[config.mk]
export PLATFORM = sky130hd
export DESIGN_NAME = ch_par_input_mux
export DESIGN_NICKNAME = d
export VERILOG_FILES = /design/src/rtl/chmux_pkg.sv /design/src/rtl/chmux_src_decode.sv /design/src/rtl/chmux_conv_pick.sv /design/src/rtl/chmux_din_reg.sv /design/src/rtl/ch_par_input_mux.sv
export SDC_FILE = /design/constraint.sdc
export NUM_CORES = 1
export LEC_CHECK = 0
export BUFFER_PORTS_ARGS = -buffer_cell sky130_fd_sc_hd__buf_2
export CORE_AREA = 2 2 80 82
export CTS_BUF_LIST = sky130_fd_sc_hd__clkbuf_4
export CTS_CLUSTER_SIZE = 28
export DETAILED_ROUTE_END_ITERATION = 8
export DIE_AREA = 0 0 82 84
export PLACE_DENSITY = 0.66
export SYNTH_ARGS = -nofsm -noshare
export SYNTH_HDL_FRONTEND = slang
export SYNTH_SLANG_ARGS = --single-unit
[constraint.sdc]
create_clock -name clk -period 1.4 [get_ports clk]
set_input_delay 0.07 -clock clk [delete_from_list [all_inputs] [get_ports clk]]
set_output_delay 0.07 -clock clk [all_outputs]
set_load 0.1 [all_outputs]
[src/rtl/chmux_pkg.sv]
// Package: shared source codes and sample width for the channel input mux.
// Assumes: src_sel codes are fixed by the register field layout.
package chmux_pkg;
    localparam int SMP_W = 16;

    typedef enum logic [1:0] {
        SRC_SERIAL = 2'd0,
        SRC_CONV   = 2'd1,
        SRC_DIRECT = 2'd2,
        SRC_RSVD   = 2'd3
    } src_mode_e;
endpackage

[src/rtl/chmux_src_decode.sv]
// Module: decodes the 2-bit source field into per-source enables.
// Assumes: reserved code is treated as serial (no parallel source).
module chmux_src_decode
    import chmux_pkg::*;
(
    input  logic [1:0] src_sel,
    output logic       conv_mode,
    output logic       direct_mode,
    output logic       par_active
);
    src_mode_e mode;

    // Purpose: map the raw field to one enable per parallel source.
    always_comb begin
        mode        = src_mode_e'(src_sel);
        conv_mode   = 1'b0;
        direct_mode = 1'b0;
        unique case (mode)
            SRC_CONV:   conv_mode   = 1'b1;
            SRC_DIRECT: direct_mode = 1'b1;
            default: begin
                conv_mode   = 1'b0;
                direct_mode = 1'b0;
            end
        endcase
        par_active = conv_mode | direct_mode;
    end
endmodule

[src/rtl/chmux_conv_pick.sv]
// Module: extracts the paired converter lane (lane CHAN_IDX) from the
// bundle of all converter results and end-of-conversion pulses.
// Assumes: CHAN_IDX < NUM_CONV; an out-of-range index yields no events.
module chmux_conv_pick #(
    parameter int NUM_CONV = 8,
    parameter int CHAN_IDX = 0,
    parameter int SMP_W    = 16
) (
    input  logic [NUM_CONV-1:0]       eoc_all,
    input  logic [NUM_CONV*SMP_W-1:0] res_all,
    output logic                      eoc_sel,
    output logic [SMP_W-1:0]          res_sel
);
    logic [NUM_CONV-1:0] hit;
    logic [SMP_W-1:0]    lane_masked [NUM_CONV];

    // One masked copy per lane; only the paired lane passes.
    for (genvar k = 0; k < NUM_CONV; k++) begin : g_lane
        localparam bit MINE = (k == CHAN_IDX);
        assign hit[k]         = eoc_all[k] & MINE;
        assign lane_masked[k] = res_all[k*SMP_W +: SMP_W] & {SMP_W{MINE}};
    end

    // Purpose: OR-reduce the masked lanes into the selected pair.
    always_comb begin
        res_sel = '0;
        for (int k = 0; k < NUM_CONV; k++) begin
            res_sel = res_sel | lane_masked[k];
        end
        eoc_sel = |hit;
    end
endmodule

[src/rtl/chmux_din_reg.sv]
// Module: data-input register low half plus the sample-valid strobe.
// Assumes: at most one of conv_mode/direct_mode is high; converter
// mode loads only on eoc, direct mode only on bus writes.
module chmux_din_reg #(
    parameter int SMP_W = 16
) (
    input  logic             clk,
    input  logic             rst_n,
    input  logic             conv_mode,
    input  logic             direct_mode,
    input  logic             eoc,
    input  logic [SMP_W-1:0] conv_res,
    input  logic             bus_wr,
    input  logic [SMP_W-1:0] bus_data,
    output logic [SMP_W-1:0] lo_q,
    output logic             valid_q
);
    logic             load;
    logic [SMP_W-1:0] load_data;

    // Purpose: choose the permitted load source for this cycle.
    always_comb begin
        load      = 1'b0;
        load_data = lo_q;
        if (conv_mode && eoc) begin
            load      = 1'b1;
            load_data = conv_res;
        end else if (direct_mode && bus_wr) begin
            load      = 1'b1;
            load_data = bus_data;
        end
    end

    // Purpose: store the sample and raise valid for exactly one cycle.
    always_ff @(posedge clk) begin
        if (!rst_n) begin
            lo_q    <= '0;
            valid_q <= 1'b0;
        end else begin
            valid_q <= load;
            if (load) lo_q <= load_data;
        end
    end

    AST_PROTECTED_HOLD: assert property (@(posedge clk) disable iff (!rst_n)
        (!conv_mode && !direct_mode) |=> ($stable(lo_q) && !valid_q));
    AST_DIRECT_EOC_IGNORED: assert property (@(posedge clk) disable iff (!rst_n)
        (direct_mode && !bus_wr) |=> (!valid_q && $stable(lo_q)));
endmodule

[src/rtl/ch_par_input_mux.sv]
// Module: top of the channel parallel input multiplexer. Picks the
// paired converter lane, decodes the source field, keeps the data-input
// register and forwards each load to the filter as a strobed sample.
// Assumes: synchronous active-low reset; REG_W >= SMP_W.
module ch_par_input_mux
    import chmux_pkg::*;
#(
    parameter int NUM_CONV = 8,
    parameter int CHAN_IDX = 0,
    parameter int REG_W    = 32
) (
    input  logic                      clk,
    input  logic                      rst_n,
    input  logic [1:0]                src_sel,
    input  logic                      bus_wr_en,
    input  logic [SMP_W-1:0]          bus_wr_data,
    input  logic [NUM_CONV-1:0]       conv_eoc,
    input  logic [NUM_CONV*SMP_W-1:0] conv_result,
    output logic                      par_active,
    output logic                      smp_valid,
    output logic [SMP_W-1:0]          smp_data,
    output logic [REG_W-1:0]          din_rdata
);
    localparam int PAD_W = REG_W - SMP_W;

    logic             conv_mode;
    logic             direct_mode;
    logic             eoc_sel;
    logic [SMP_W-1:0] res_sel;
    logic [SMP_W-1:0] lo_q;

    chmux_src_decode u_dec (
        .src_sel     (src_sel),
        .conv_mode   (conv_mode),
        .direct_mode (direct_mode),
        .par_active  (par_active)
    );

    chmux_conv_pick #(
        .NUM_CONV (NUM_CONV),
        .CHAN_IDX (CHAN_IDX),
        .SMP_W    (SMP_W)
    ) u_pick (
        .eoc_all (conv_eoc),
        .res_all (conv_result),
        .eoc_sel (eoc_sel),
        .res_sel (res_sel)
    );

    chmux_din_reg #(
        .SMP_W (SMP_W)
    ) u_reg (
        .clk         (clk),
        .rst_n       (rst_n),
        .conv_mode   (conv_mode),
        .direct_mode (direct_mode),
        .eoc         (eoc_sel),
        .conv_res    (res_sel),
        .bus_wr      (bus_wr_en),
        .bus_data    (bus_wr_data),
        .lo_q        (lo_q),
        .valid_q     (smp_valid)
    );

    // Purpose: forward the stored sample and zero-extend the readback.
    always_comb begin
        smp_data  = lo_q;
        din_rdata = {{PAD_W{1'b0}}, lo_q};
    end

    AST_CONV_LOAD: assert property (@(posedge clk) disable iff (!rst_n)
        (src_sel == 2'd1 && conv_eoc[CHAN_IDX])
        |=> (smp_valid && smp_data == $past(conv_result[CHAN_IDX*SMP_W +: SMP_W])));
    AST_CONV_BUS_IGNORED: assert property (@(posedge clk) disable iff (!rst_n)
        (src_sel == 2'd1 && !conv_eoc[CHAN_IDX]) |=> (!smp_valid && $stable(din_rdata)));
    AST_DIRECT_LOAD: assert property (@(posedge clk) disable iff (!rst_n)
        (src_sel == 2'd2 && bus_wr_en) |=> (smp_valid && smp_data == $past(bus_wr_data)));
    AST_RSVD_NO_SAMPLE: assert property (@(posedge clk) disable iff (!rst_n)
        (src_sel == 2'd3) |=> (!smp_valid && $stable(din_rdata)));
endmodule

==> summary.md, run 1 <==
| Metric | Value |
|---|---|
| Outcome | `finished clean` |
| CTS Buf Count | `3` |
| Critical path's slowest cell | `buf_2` |
| Final instance area | `1610 um^2` |
| First-pass GRT wire length | `5.66 mm` |
| Crit-path cells | `buf_2` |
| Worst EP arrival | `~1.1 ns` |
| Family with the most delay on the worst path | `buffers and inverters` |
| Synth cell count leaders | `35 x buf_4, 17 x dfxtp_1, 16 x a21boi_1, 16 x o311a_1, 15 x a221o_1` |
| First drt pass iteration count | `2` |
| Final min period | `1.18 ns` |
| Post-synth ARST share | `0%` |
| Setup Fix Bufs, Post-CTS | `0` |
| Placed cell area | `1580 um^2` |
| # IOs | `between 200 and 250` |
| Final Max Tran Viols | `0` |
| Die Wd | `82 um` |
| Count leader, synth | `buf_4` |
| Vias in the first global route | `about 1,100` |
| Worst clock skew | `0 ns` |
| Hold Crit Class | `in2reg` |
| FP Rows | `29` |
| Gr usage total | `10.7%` |
| Synth top area cells | `dfxtp_1 25%, buf_4 19%, o311a_1 12%` |
| Hpwl dp | `2.60 mm` |
| Distinct cells, synth | `19` |
| Area leader, netlist | `dfxtp_1` |
| Diodes inserted | `0` |
| Post-synth top area share | `roughly 25%` |
| Final hold violations | `0` |
| Nets | `347` |
| Core area | `6100 um^2` |
| PD cells | `roughly 1200 nW/um^2` |
| Synthesis-to-finish area growth | `16.6%` |
| Worst-path maximum fanout | `3` |
| FF+latch count, synth | `17` |
| Worst Max-Slew Pin Slew | `around 0.53 ns` |
| Bufs and invs on worst path | `1` |
| Routed WL per cell | `13.8 um` |
| Dominant synthesized flop cell | `dfxtp_1` |
| Slew Limit Headroom | `approximately 65%` |
| Post-synthesis sequential area ratio | `24.6%` |
| Fill cells | `684` |
| Residual overflow from global routing | `0` |
| Clock Latency Late Sink | `about 0.29 ns` |
| Vias | `roughly 1,200` |
| Pint | `865 uW` |
| Fmax | `848 MHz` |
| Initial antenna violation count | `0` |
| CP startpoint kind | `register` |
| Die Height | `84 um` |
| VDD IR max | `0.497 mV` |
| Largest net degree at the start of global routing | `49` |
| DRC Markers | `0` |
| Yosys Warn Count | `0` |
| Worst Setup End Kind | `primary output` |
| # port buffers | `71` |
| RSZ-0062 raised after global routing | `no` |
| Maxcap violations | `0` |
| Switch share | `55.7%` |
| Fin Setup TNS | `0 ns` |
| Crit Path Category | `reg2out` |
| Initial Utilization | `a little under a quarter` |
| Clock-pin slew on the worst setup and hold paths | `0.11 ns` |
| Layout cell share with drive strength beyond 1 | `56.1%` |
| Final setup violating endpoints | `0` |
| Worst Min Path Start | `conv_result[1]` |
| Clk pwr share | `between 15 and 20%` |
| Post-CTS Hold Buffers | `0` |
| DR vias/cell | `4.48` |
| CTS tree | `done` |
| Flop pwr share | `about 28%` |
| R2r startpoint | `u_reg.lo_q[5]$_SDFFE_PN0P_` |
| Final period utilization | `84.2%` |
| Maximum buffer depth of the clock tree | `2` |
| Die area | `6890 um^2` |
| Pleak | `0.888 nW` |
| Worst path max stage delay | `roughly 0.43 ns` |
| Total routed wirelength | `3.65 mm` |
| Critical path launch point | `u_reg.lo_q[4]$_SDFFE_PN0P_` |
| Post-synth EDFFs | `0` |
| Net Switching | `1.09 mW` |
| Clock root buffer | `clkbuf_4` |
| Avg Cell Area, Syn | `9.94 um^2` |
| DR iter-0 viols | `35` |
| CP required | `about 1.3 ns` |
| Post-CTS sizing | `0` |
| Logic pwr share | `56.2%` |
| Clk sinks | `17` |
| RePlAce Congestion | `0.635` |
| H-tree depth | `1` |
| Post-Syn Area | `1380 um^2` |
| Mapped Cells | `139` |
| Antenna-violating nets left | `0` |
[final timing paths]
| kind | slack (ns) | endpoint | cells after the start |
|---|---|---|---|
| worst max-delay path | 0.22 | din_rdata[4] | 1 |
| worst min-delay path | 0.12 | u_reg.lo_q[1]$_SDFFE_PN0P_ | 3 |
| worst min register to register | 0.62 | u_reg.lo_q[13]$_SDFFE_PN0P_ | 2 |
| worst max register to register | 0.50 | u_reg.lo_q[5]$_SDFFE_PN0P_ | 2 |
[power groups by stage]
stage | clock, mW | sequential [mW] | combinational, mW
after floorplan | 0 | 0.833 | 0.766
after global placement | 0 | 0.566 | 1.10
after detailed placement | 0 | 0.568 | 1.10
after CTS | 0.328 | 0.557 | 1.10
after global routing | 0.348 | 0.561 | 1.14
final | 0.300 | 0.556 | 1.10
[sequential cells by signal, summed over array words and instances, names as in the netlist]
signal and cells:
u_reg.lo_q 16, u_reg.valid_q 1
[cell usage in the layout, fill, tap and decap left out]
master	count
clkbuf_4	4
a22oi_4	1
buf_4	5
buf_2	70
ha_1	2
buf_12	3
dfxtp_2	16
a21boi_1	16
nor2b_1	1
and3_2	6
nand3b_1	1
dfxtp_1	1
o311a_1	16
and3_1	10
inv_1	3
a221o_1	15
conb_1	16
and2_1	1
[metal layers]
metal  vias up  wire, um  global-route usage [%]
li1        576         -                       -
met2        66      1590                    16.9
met3         2       416                    4.87
met5         -         0                       0
met4         0         8                   0.909
met1       539      1640                    13.8
[layout make-up]
| class | instances | area [um^2] | area share [%] |
|---|---|---|---|
| clock buffers | 4 | 30.0 | 1.86 |
| inverters | 3 | 11.3 | 0.699 |
| multi-input cells | 85 | 664 | 41.3 |
| flip-flops and latches | 17 | 360 | 22.4 |
| well taps | 77 | 96.3 | 5.98 |
| repair buffers | 78 | 448 | 27.8 |
[cells by family (layout without fill, tap and decap cells)]
family | count (synthesis) | in the layout | synth area share [%]
other | 1 | 16 | 0.271
DFF | 17 | 17 | 24.6
adders and majority gates | 2 | 2 | 1.81
AOI/OAI and AO/OA | 48 | 48 | 32.7
and+or+nand+nor | 19 | 19 | 9.24
buffers and inverters | 52 | 85 | 31.3
[stage by stage]
stage / cells / setup slack (ns) / hold slack [ns] / total power, mW / util (%)
floorplan: 154 / 0.276 / 0.321 / 1.60 / -
global placement: 260 / 0.0408 / 0.432 / 1.66 / 25.9
detailed placement: 260 / 0.0212 / 0.425 / 1.67 / 25.9
CTS: 264 / 0.196 / 0.108 / 1.99 / 26.4
global route: 264 / 0.164 / 0.107 / 2.05 / 26.4
finish: 264 / 0.221 / 0.124 / 1.95 / 26.4
No activity file was read; power rests on OpenSTA's default activity.
==> inputs of run 2 (changes only) <==
--- a/config.mk
+++ b/config.mk
@@ -6,12 +6,12 @@
 export NUM_CORES = 1
 export LEC_CHECK = 0
 export BUFFER_PORTS_ARGS = -buffer_cell sky130_fd_sc_hd__buf_2
-export CORE_AREA = 2 2 80 82
+export CORE_AREA = 2 2 79 81
 export CTS_BUF_LIST = sky130_fd_sc_hd__clkbuf_4
 export CTS_CLUSTER_SIZE = 28
 export DETAILED_ROUTE_END_ITERATION = 8
-export DIE_AREA = 0 0 82 84
-export PLACE_DENSITY = 0.66
+export DIE_AREA = 0 0 81 83
+export PLACE_DENSITY = 0.7
 export SYNTH_ARGS = -nofsm -noshare
 export SYNTH_HDL_FRONTEND = slang
 export SYNTH_SLANG_ARGS = --single-unit
==> constraint.sdc (replaced) <==
create_clock -name clk -period 0.95 [get_ports clk]
set_input_delay 0.0475 -clock clk [delete_from_list [all_inputs] [get_ports clk]]
set_output_delay 0.0475 -clock clk [all_outputs]
set_load 0.1 [all_outputs]
==> run 2 against run 1 <==
  * Utilization grew 13 points
  * Setup slack lost 0.20 ns
  * Routed wire length increased by 13%
  * Sequential share of layout area decreased by 4.7 points
  * Clock skew stayed put
  * Final cell count up 1.5%
  * Critical path depth increased by 5
  * Largest cell class is now buffers
==> summary.md, run 2 (synthesized netlist as in run 1, its figures left out) <==
| Metric | Value |
|---|---|
| Routed WL per cell | `15.4 um (+11%)` |
| Nets | `353 (+1.7%)` |
| Final min period | `~0.93 ns` |
| Logic pwr share | `60.7% (+4.5 points)` |
| Commonest non-fill, non-tap cells in the layout | `38 x buf_12, 37 x buf_2, 16 x o311a_1, 16 x conb_1, 16 x dfxtp_4` |
| Hold Crit Class | `in2reg` |
| Core area | `5820 um^2 (-4.6%)` |
| Final period utilization | `between 90% and 100%` |
| CTS tree | `done` |
| Setup WS post-layout | `0.0192 ns (-0.202 ns)` |
| Net Switching | `1.68 mW (+54%)` |
| # IOs | `207 (unchanged)` |
| Worst EP arrival | `1.11 ns (about the same)` |
| Bufs and invs on worst path | `3 (+2)` |
| Worst Setup End Kind | `register` |
| Residual overflow from global routing | `0 (unchanged)` |
| RSZ-0062 raised after global routing | `yes` |
| Fill cells | `591 (-14%)` |
| Worst path max stage delay | `0.28 ns (-0.15 ns)` |
| Pint | `1.63 mW (+88%)` |
| DP Worst Slack | `-0.289 ns (-0.311 ns)` |
| # port buffers | `71 (unchanged)` |
| Hpwl dp | `3.29 mm (+27%)` |
| Outcome | `finished clean` |
| VDD IR max | `0.672 mV (+35%)` |
| Pleak | `1.05 nW (+18%)` |
| CP required | `1.13 ns (-0.20 ns)` |
| Family with the most delay on the worst path | `buffers and inverters` |
| CP startpoint kind | `input port` |
| Synthesis-to-finish area growth | `64.2%` |
| Die Height | `83 um (-1.2%)` |
| Hold_ws | `0.106 ns (-0.0187 ns)` |
| Switch share | `50.8% (-4.9 points)` |
| Final instance count without filler cells | `268 (+1.5%)` |
| CTS Buf Count | `3 (unchanged)` |
| Worst-path maximum fanout | `27 (+24)` |
| Top flop regs | `u_reg.lo_q (16), u_reg.valid_q (1)` |
| First-pass GRT wire length | `6.90 mm (+22%)` |
| RePlAce Congestion | `0.656 (+3.3%)` |
| H-tree depth | `1 (unchanged)` |
| Crit Path Category | `in2reg` |
| FP Rows | `28 (-3.4%)` |
| Total routed wirelength | `4.13 mm (+13%)` |
| DR iter-0 viols | `84 (+140%)` |
| Clock root buffer | `clkbuf_4` |
| Layout cell share with drive strength beyond 1 | `61.1% (+5.0 points)` |
| Antenna-violating nets left | `0 (unchanged)` |
| Fin util | `39.0% (+13 points)` |
| Setup Fix Bufs, Post-CTS | `0 (unchanged)` |
| Initial Utilization | `23.8% (+1.1 points)` |
| Die Wd | `81 um (-1.2%)` |
| Critical path's slowest cell | `o311a_1` |
| Dpl cells | `268 (+3.1%)` |
| Clock Latency Late Sink | `0.28 ns (about the same)` |
| Die area | `6720 um^2 (-2.4%)` |
| DRC Markers | `0 (unchanged)` |
| Diodes inserted | `0 (unchanged)` |
| Vias in the first global route | `1,386 (+29%)` |
| Maxcap violations | `0 (unchanged)` |
| Most common cell after layout, fill and taps aside | `buf_12` |
| Initial antenna violation count | `0 (unchanged)` |
| Gr usage total | `13.0% (+2.3 points)` |
| Final setup violating endpoints | `0 (unchanged)` |
| Final hold violations | `0 (unchanged)` |
| Clk pwr share | `12.8% (-2.5 points)` |
| Crit-path cells | `buf_2 > inv_12 > ha_4 > buf_12 > and3_2 > o311a_1` |
| DR vias/cell | `4.78 (+6.8%)` |
| Flop pwr share | `26.4% (-2.0 points)` |
| Post-CTS Hold Buffers | `0 (unchanged)` |
| Largest net degree at the start of global routing | `28 (-43%)` |
| First drt pass iteration count | `4 (+2)` |
| Fmax | `1070 MHz` |
| Worst clock skew | `0 ns (unchanged)` |
| Vias | `1,282 (+8.4%)` |
| Clock-pin slew on the worst setup and hold paths | `0.11 ns (about the same)` |
| Clk sinks | `17 (unchanged)` |
| Largest Register | `u_reg.lo_q` |
| PD cells | `1460 nW/um^2 (+20%)` |
| Final Max Tran Viols | `0 (unchanged)` |
| Max FFs per register | `16 (unchanged)` |
| Maximum buffer depth of the clock tree | `2 (unchanged)` |
[run 2: cell types whose count changed in the layout (fill, tap and decap cells not counted), moves of 2 or more]
| cell | delta |
|---|---|
| buf_2 | -33 |
| inv_1 | -2 |
| ha_1 | -2 |
| dfxtp_2 | -15 |
| buf_4 | +4 |
| ha_4 | +2 |
| buf_12 | +35 |
| dfxtp_4 | +16 |
[run 2: final timing paths]
check	startpoint	to	slack [ns]	cells past startpoint
max	src_sel[1]	u_reg.lo_q[6]$_SDFFE_PN0P_	0.02	6
min	conv_result[5]	u_reg.lo_q[5]$_SDFFE_PN0P_	0.11	3
max reg2reg	u_reg.lo_q[5]$_SDFFE_PN0P_	u_reg.lo_q[5]$_SDFFE_PN0P_	0.04	2
min reg2reg	u_reg.lo_q[0]$_SDFFE_PN0P_	u_reg.lo_q[0]$_SDFFE_PN0P_	0.68	2
[run 2: final cells by class]
| class | count | area [um^2] | share of cell area (%) |
|---|---|---|---|
| Timing Repair Buffer | 84 | 1010 | 44.7 |
| Multi-Input combinational cell | 85 | 698 | 30.8 |
| Sequential cell | 17 | 402 | 17.7 |
| Tap cell | 75 | 93.8 | 4.14 |
| Inverter | 3 | 31.3 | 1.38 |
| Clock buffer | 4 | 30.0 | 1.32 |
[run 2: power groups by stage]
| stage | Clock (mW) | Combinational (mW) | Sequential [mW] |
|---|---|---|---|
| 2_1_floorplan | 0 | 1.15 | 1.21 |
| 3_3_place_gp | 0 | 2.04 | 0.868 |
| 3_5_place_dp | 0 | 2.05 | 0.869 |
| 4_1_cts | 0.443 | 2.02 | 0.877 |
| 5_1_grt | 0.482 | 2.08 | 0.884 |
| 6_report | 0.423 | 2.01 | 0.873 |
[run 2: tightest hold or removal path: stages]
cell and delay, ns:
buf_2 0.07, nand3b_1 0.09, o311a_1 0.15
[run 2: routing by layer]
layer  part of all wire [%]  vias to the layer above  track usage, %
li1                       -                      592               -
met1                     45                      602            18.7
met2                     42                       82            18.5
met3                     12                        6            4.57
met4                   0.80                        0            2.93
met5                      0                        -               0
[run 2: metrics by stage]
stage | setup TNS, ns | area (um^2) | power, mW
final | 0 | 2270 | 3.30
after global placement | -3.68 | 2270 | 2.91
after detailed placement | -4.14 | 2270 | 2.92
after global routing | -0.0845 | 2270 | 3.45
after CTS | 0 | 2270 | 3.34
after floorplan | -0.687 | 1570 | 2.36
[run 2: timing repair]
| action | in CTS | in global routing |
|---|---|---|
| setup endpoints to repair | 8 | 14 |
| gates resized for setup | 0 | 0 |
| cloned | 0 | 0 |
